[src/rtl/echo_loop_ctl.sv]
module echo_loop_ctl #(
  parameter int DATA_BITS = 8
) (
  input  logic                 clk,
  input  logic                 rst_n,
  input  logic                 sync_mode,
  input  logic [1:0]           submode,
  input  logic                 rx_en,
  input  logic                 tx_en,
  input  logic                 rxc_tick,
  input  logic                 txc_tick,
  input  logic                 rx_valid,
  input  logic [DATA_BITS-1:0] rx_data,
  input  logic                 rx_break,
  input  logic                 rx_start,
  input  logic                 rd_strobe,
  output logic [DATA_BITS-1:0] rhr_data,
  output logic                 rx_rdy,
  input  logic                 wr_strobe,
  input  logic [DATA_BITS-1:0] wr_data,
  input  logic                 dset_chg,
  output logic                 tx_rdy,
  output logic                 txemt_dschg,
  output logic                 txd
);

  localparam int FRAME = DATA_BITS + 2;
  localparam int CW    = $clog2(FRAME + 1);

  logic                 echo_on, tx_run, tick, busy;
  logic                 echo_take, cpu_take, load, start;
  logic                 brk_hold, thr_full;
  logic [DATA_BITS-1:0] thr_q;
  logic [FRAME-1:0]     sh;
  logic [CW-1:0]        cnt;

  assign echo_on   = !sync_mode && (submode == 2'b01) && rx_en;
  assign tx_run    = echo_on || tx_en;
  assign tick      = echo_on ? rxc_tick : txc_tick;
  assign busy      = (cnt != '0);

  assign echo_take = echo_on && rx_valid && !(rx_break && brk_hold);
  assign cpu_take  = !echo_on && wr_strobe && tx_en && !thr_full;
  assign load      = echo_take || cpu_take;
  assign start     = tick && tx_run && thr_full && (cnt <= CW'(1));

  assign tx_rdy      = echo_on || (tx_en && !thr_full);
  assign txemt_dschg = dset_chg || (!echo_on && tx_en && !thr_full && !busy);
  assign txd         = busy ? sh[0] : 1'b1;

  always_ff @(posedge clk) begin
    if (!rst_n)                   brk_hold <= 1'b0;
    else if (!echo_on || rx_start) brk_hold <= 1'b0;
    else if (rx_valid && rx_break) brk_hold <= 1'b1;
  end

  always_ff @(posedge clk) begin
    if (!rst_n) begin
      thr_full <= 1'b0;
      thr_q    <= '0;
    end else begin
      thr_full <= load || (thr_full && !start);
      if (load) thr_q <= echo_on ? rx_data : wr_data;
    end
  end

  always_ff @(posedge clk) begin
    if (!rst_n) begin
      sh  <= '1;
      cnt <= '0;
    end else if (start) begin
      sh  <= {1'b1, thr_q, 1'b0};
      cnt <= CW'(FRAME);
    end else if (busy && tick) begin
      sh  <= {1'b1, sh[FRAME-1:1]};
      cnt <= cnt - CW'(1);
    end
  end

  always_ff @(posedge clk) begin
    if (!rst_n) begin
      rx_rdy   <= 1'b0;
      rhr_data <= '0;
    end else if (!rx_en) begin
      rx_rdy <= 1'b0;
    end else if (rx_valid) begin
      rx_rdy   <= 1'b1;
      rhr_data <= rx_data;
    end else if (rd_strobe) begin
      rx_rdy <= 1'b0;
    end
  end

  a_r3_stop_high: assert property (@(posedge clk) disable iff (!rst_n)
    $fell(busy) |-> $past(txd));

  a_r4_shift_on_tick: assert property (@(posedge clk) disable iff (!rst_n)
    (busy && !tick) |=> $stable(sh));

  a_r5_echo_runs: assert property (@(posedge clk) disable iff (!rst_n)
    (echo_on && !tx_en && thr_full && !busy && rxc_tick) |=> busy);

  a_r6_cpu_blocked: assert property (@(posedge clk) disable iff (!rst_n)
    (echo_on && wr_strobe && !rx_valid) |=> $stable(thr_q));

  a_r7_break_dropped: assert property (@(posedge clk) disable iff (!rst_n)
    (echo_on && brk_hold && rx_valid && rx_break && !rx_start) |=> !$rose(thr_full));

  a_r9_rx_ready: assert property (@(posedge clk) disable iff (!rst_n)
    (rx_valid && rx_en) |=> rx_rdy);

endmodule

[config.mk]
export PLATFORM = sky130hd
export DESIGN_NAME = echo_loop_ctl
export DESIGN_NICKNAME = d
export VERILOG_FILES = /design/src/rtl/echo_loop_ctl.sv
export SDC_FILE = /design/constraint.sdc
export NUM_CORES = 1
export LEC_CHECK = 0
export ABC_AREA = 1
export ABC_CLOCK_PERIOD_IN_PS = 1800
export BUFFER_PORTS_ARGS = -buffer_cell sky130_fd_sc_hd__buf_2
export CORE_MARGIN = 5
export CORE_UTILIZATION = 51
export DETAILED_ROUTE_END_ITERATION = 6
export PLACE_DENSITY = 0.78
export SYNTH_ARGS = -nofsm -noshare
export SYNTH_HDL_FRONTEND = slang
export SYNTH_SLANG_ARGS = --single-unit
[constraint.sdc]
create_clock -name clk -period 1.8 [get_ports clk]
set_clock_uncertainty 0.2 [all_clocks]
set_input_delay 0.18 -clock clk [delete_from_list [all_inputs] [get_ports clk]]
set_output_delay 0.18 -clock clk [all_outputs]
set_load 0.005 [all_outputs]
# Word level (Yosys, flattened, before mapping)
# Cells that the tools add are included.
# totals
mem_bits_ro,0
memories,0
ram_bits,0
latch_bits,0
register_bits,32
input_bits,31
out_inout_bits,12
# classes
add_sub_neg,1
div_mod_pow,0
n_lt_le_gt_ge,1
reduce_logical,37
muxes,9
n_eq_ne,1
n_mul,0
bitwise_logic,1
shifts,0
# ops
op,n
logical AND 1 bit,18
two-way mux 9 bit,2
two-way mux 4 bit,2
two-way mux 8 bit,1
logical NOT 1 bit,6
logical OR 1 bit,6
"<= comparator 4 x 1 -> 1 bit, second input constant",1
two-way mux 1 bit,4
AND reduction 2 bit,2
nonzero test 2 bit,2
nonzero test 4 bit,1
OR reduction 2 bit,2
"subtractor 4 x 1 -> 4 bit, second input constant",1
"== test 2 x 1 -> 1 bit, second input constant",1
NOT 1 bit,1

# Depth between registers and ports, before layout
# depth
ltp_word,10
ltp_mapped,10
mapped_depth_nobuf,10

# Worst setup path after synthesis
# Ideal clock, no wire load.
# synth_timing
kind,reg2reg
from,reg cnt[0]
to,reg sh[8]
arrival_ps,1298
stages_incl_launch_ff,11
synth_period_minus_slack_ps,1619
path_buffers,1
path_slack_ps,181
path_cell_list,dfxtp_1 > inv_1 > ha_1 > nor2_1 > nor2_2 > nand2_2 > nor2_4 > buf_6 > nor2_2 > nor2_1 > o21ai_1
# synth_via
elab_chain_len,3
word_cells_on_any_way,6
# synth_rtl
element,line_no,rtl
from (decl),35,logic [CW-1:0] cnt;
from (signal assigned),73,cnt <= CW'(FRAME);
from (signal assigned),76,cnt <= cnt - CW'(1);
<= comparator 4 x 1 -> 1 bit or nonzero test 4 bit (tied branches),"45, 40",
logical AND 1 bit (on tied branches),"45, 74",
two-way mux 9 bit or nonzero test 2 bit (tied branches),--,
to (signal assigned),72,"sh <= {1'b1, thr_q, 1'b0};"
to (signal assigned),75,"sh <= {1'b1, sh[FRAME-1:1]};"
to (decl),34,logic [FRAME-1:0] sh;
# Parallel ways exist; a longest one is shown, timed or not.
# A chain may end at the register's enable or synchronous reset.

# Worst setup path in the final report
# layout_timing
from,reg cnt[1]
to,out txd
# layout_via
elab_chain_len,2
# layout_rtl
element,line_no,rtl
nonzero test 4 bit,40,assign busy = (cnt != '0);
two-way mux 1 bit,49,assign txd = busy ? sh[0] : 1'b1;
to (decl),24,output logic txd
# Every way passes these cells.

==> run summary <==
outcome = finished, violations left
failing checks = negative setup slack
most frequent cell after synthesis = nand2_1
CTS max path bufs = 2
Placed Area = 0.00186 mm²
Synth Cell Area = 0.00159 mm²
Worst Path Buf+Inv = 4
gr usage total = 21.9%
row count = 20
Critical Path AT = 1.43 ns
Commonest cells post-synth = nand2_1 (55), dfxtp_1 (32), inv_1 (28), o21ai_0 (25), nor2_1 (24)
Sequential Power Share = 33.6%
share of cells above drive strength 1 = 29.4%
switching fraction of total power = 37.7%
Combinational Power Share = 44.9%
setup slack after layout = -0.00651 ns
Synth warnings = 0
PwrDens = 1300 mW/mm²
Slew Limit Headroom = 73.3%
clk slew on worst S/H paths = 0.11 ns
gr ovfl total = 0
first-pass GRT wire length = 7.34 mm
via-per-instance ratio = 5.19
Critical Path Fanout Max = 3
max-slew violations = 0
Routed WL per cell = 13.4 µm
number of diodes = 0
FFs w/ async S/R, synth = 0%
synthesized area per cell = 6.90 µm²
initial core utilization = 52.6%
final hold violations = 0
Pleak = 1.17 nW
Final min period = 1.81 ns
Register Area = 643 µm²
setup_tns = -0.00651 ns
Multi-input gate area = 886 µm²
slowest CP cell = dfxtp_2
worst hold path type = in -> reg
Design Power = 2.95 mW
Unique masters post-synth = 24
Placed Cells = 316
port bufs = 42
Setup crit end kind = output port
dominant cells by area after synthesis = dfxtp_1 (40%), nand2_1 (13%), o21ai_0 (7.9%)
DRC = 0
core area = 0.00303 mm²
Die H = 65.9 µm
first-pass iteration count of the detailed router = 4
initial antenna violation count = 0
Clock power frac = 21.5%
RSZ-0062 raised after global routing = yes
CTS tree = done
Final Non-Filler Cells = 347
Worst-Skew Late Latency = 0.35 ns
hpwl dp = 2.67 mm
crit start category = register
vias = 1801
max frequency = 554 MHz
top_reg_cell synth = dfxtp_1
root buffer cell = clkbuf_4
Yosys top cell area share = 40.2%
Peak VDD IR = 0.000731 V
chip width = 65.9 µm
synthesized instance count = 231
Worst Max-Slew Pin Slew = 0.400 ns
Post-synth EDFFs = 0
CTS Buf Count = 5
setup violators final = 1
Initial DRC Count = 165
Internal = 1.83 mW
crit path cell chain = inv_2, buf_6, ha_4, nand2_4, inv_2, or2_4, buf_6
post-synthesis register bit count = 32
fill cell count = 220
Routed WL = 4.64 mm
H-tree depth = 2
number of global-route vias before repair = 1707
Crit Path Category = reg -> out
post-route clock period utilization = 100%
Critical Path RT = 1.42 ns
Synth area leader = dfxtp_1
Boundary Pins = 43
nets@finish = 336
Final Wtd Congestion = 0.814
die area = 0.00434 mm²
number of max-cap violations = 0
CP delay by family, top = flip-flops
pin count of the biggest net entering global routing = 25
Final Instance Area = 0.00226 mm²
sequential area share after synthesis = 40.2%
clk sink count = 32
Net Switching = 1.11 mW
syn nets = 265
Worst path max stage delay = 0.34 ns
post-route antenna net violation count = 0
P&R area growth vs syn = 41.9%
final timing paths:
| kind | start | to | cells after the start | slack [ns] |
|---|---|---|---|---|
| setup / recovery | cnt[1] | txd | 7 | -0.007 |
| hold / removal | wr_data[0] | thr_q[0] | 5 | 0.01 |
| setup reg to reg | cnt[1] | sh[1] | 10 | 0.07 |
| hold reg to reg | sh[7] | sh[7] | 2 | 0.28 |
what timing repair did:
action	4_1_cts	5_1_grt
endpoints found under the hold margin	16	0
pin swaps	1	9
hold buffers	18	0
setup buffers	2	1
gates cloned	0	2
setup endpoints to repair	3	15
gates resized for setup	11	13
per-layer routing:
| metal | vias up | global-route usage [%] | wire length, µm | part of all wire [%] |
|---|---|---|---|---|
| met5 | - | 0 | 0 | 0 |
| met4 | 0 | 6.48 | 81 | 1.7 |
| met3 | 9 | 6.97 | 364 | 7.8 |
| met2 | 98 | 38.3 | 2320 | 50 |
| met1 | 812 | 25.4 | 1880 | 40 |
| li1 | 882 | - | - | - |
flip-flops by register name (all words and copies together), names as in the netlist:
register  cells
sh            9
rhr_data      8
thr_q         8
cnt           4
brk_hold      1
rx_rdy        1
thr_full      1
power groups by stage:
| stage | registers [mW] | clock network (mW) | logic (mW) |
|---|---|---|---|
| final | 0.990 | 0.633 | 1.32 |
| after global routing | 1.01 | 0.677 | 1.47 |
| after detailed placement | 0.978 | 0 | 0.956 |
| after floorplan | 0.956 | 0 | 0.699 |
| after CTS | 0.971 | 0.636 | 1.13 |
| after global placement | 0.979 | 0 | 0.938 |
layout make-up:
type	count	area share, %
sequential	32	28.5
multi-input combinational	164	39.2
timing repair buffer	68	20.5
tap	44	2.44
clock inverter	1	1.33
inverter	31	5.15
clock buffer	7	2.88
worst register-to-register path, cell delays in order, from the launching register on:
cell and delay [ns]:
dfxtp_2 0.33, inv_2 0.07, buf_6 0.12, ha_4 0.15, nor2_4 0.05, nor2_4 0.12
nand2_4 0.09, nor2_4 0.23, nor2_4 0.09, nand2_1 0.08, nand3_1 0.08
kinds of logic after synthesis:
| kind of cell | after synthesis | share of synthesized area (%) |
|---|---|---|
| DFF | 32 | 40.2 |
| xor gates and xnor gates | 1 | 0.550 |
| buffers and inverters | 37 | 9.82 |
| AOI/OAI and AO/OA | 40 | 13.1 |
| and+or+nand+nor | 118 | 33.9 |
| adders and majority gates | 3 | 2.36 |
per-stage QoR:
stage          setup slack, ns  hold WS, ns  utilization [%]
6_report              -0.00651       0.0134             74.6
5_1_grt                -0.0748       0.0381             74.6
4_1_cts               0.000225     0.000705             72.0
3_5_place_dp           0.00541        0.151             61.3
3_3_place_gp            0.0602        0.151             61.3
2_1_floorplan            0.181       0.0587                -
cells in the final DEF, fill, tap and decap left out, drive strengths merged:
master       count
nor4             1
inv             31
nand3           24
nand2           59
xor2             1
ha               3
or2              1
bufinv           1
dfxtp           32
o21ai           26
nand4            2
a41o             1
nor2            33
dlygate4sd3     18
a21oi           13
clkbuf           7
buf             50
Power figures use the tool's default switching activity.
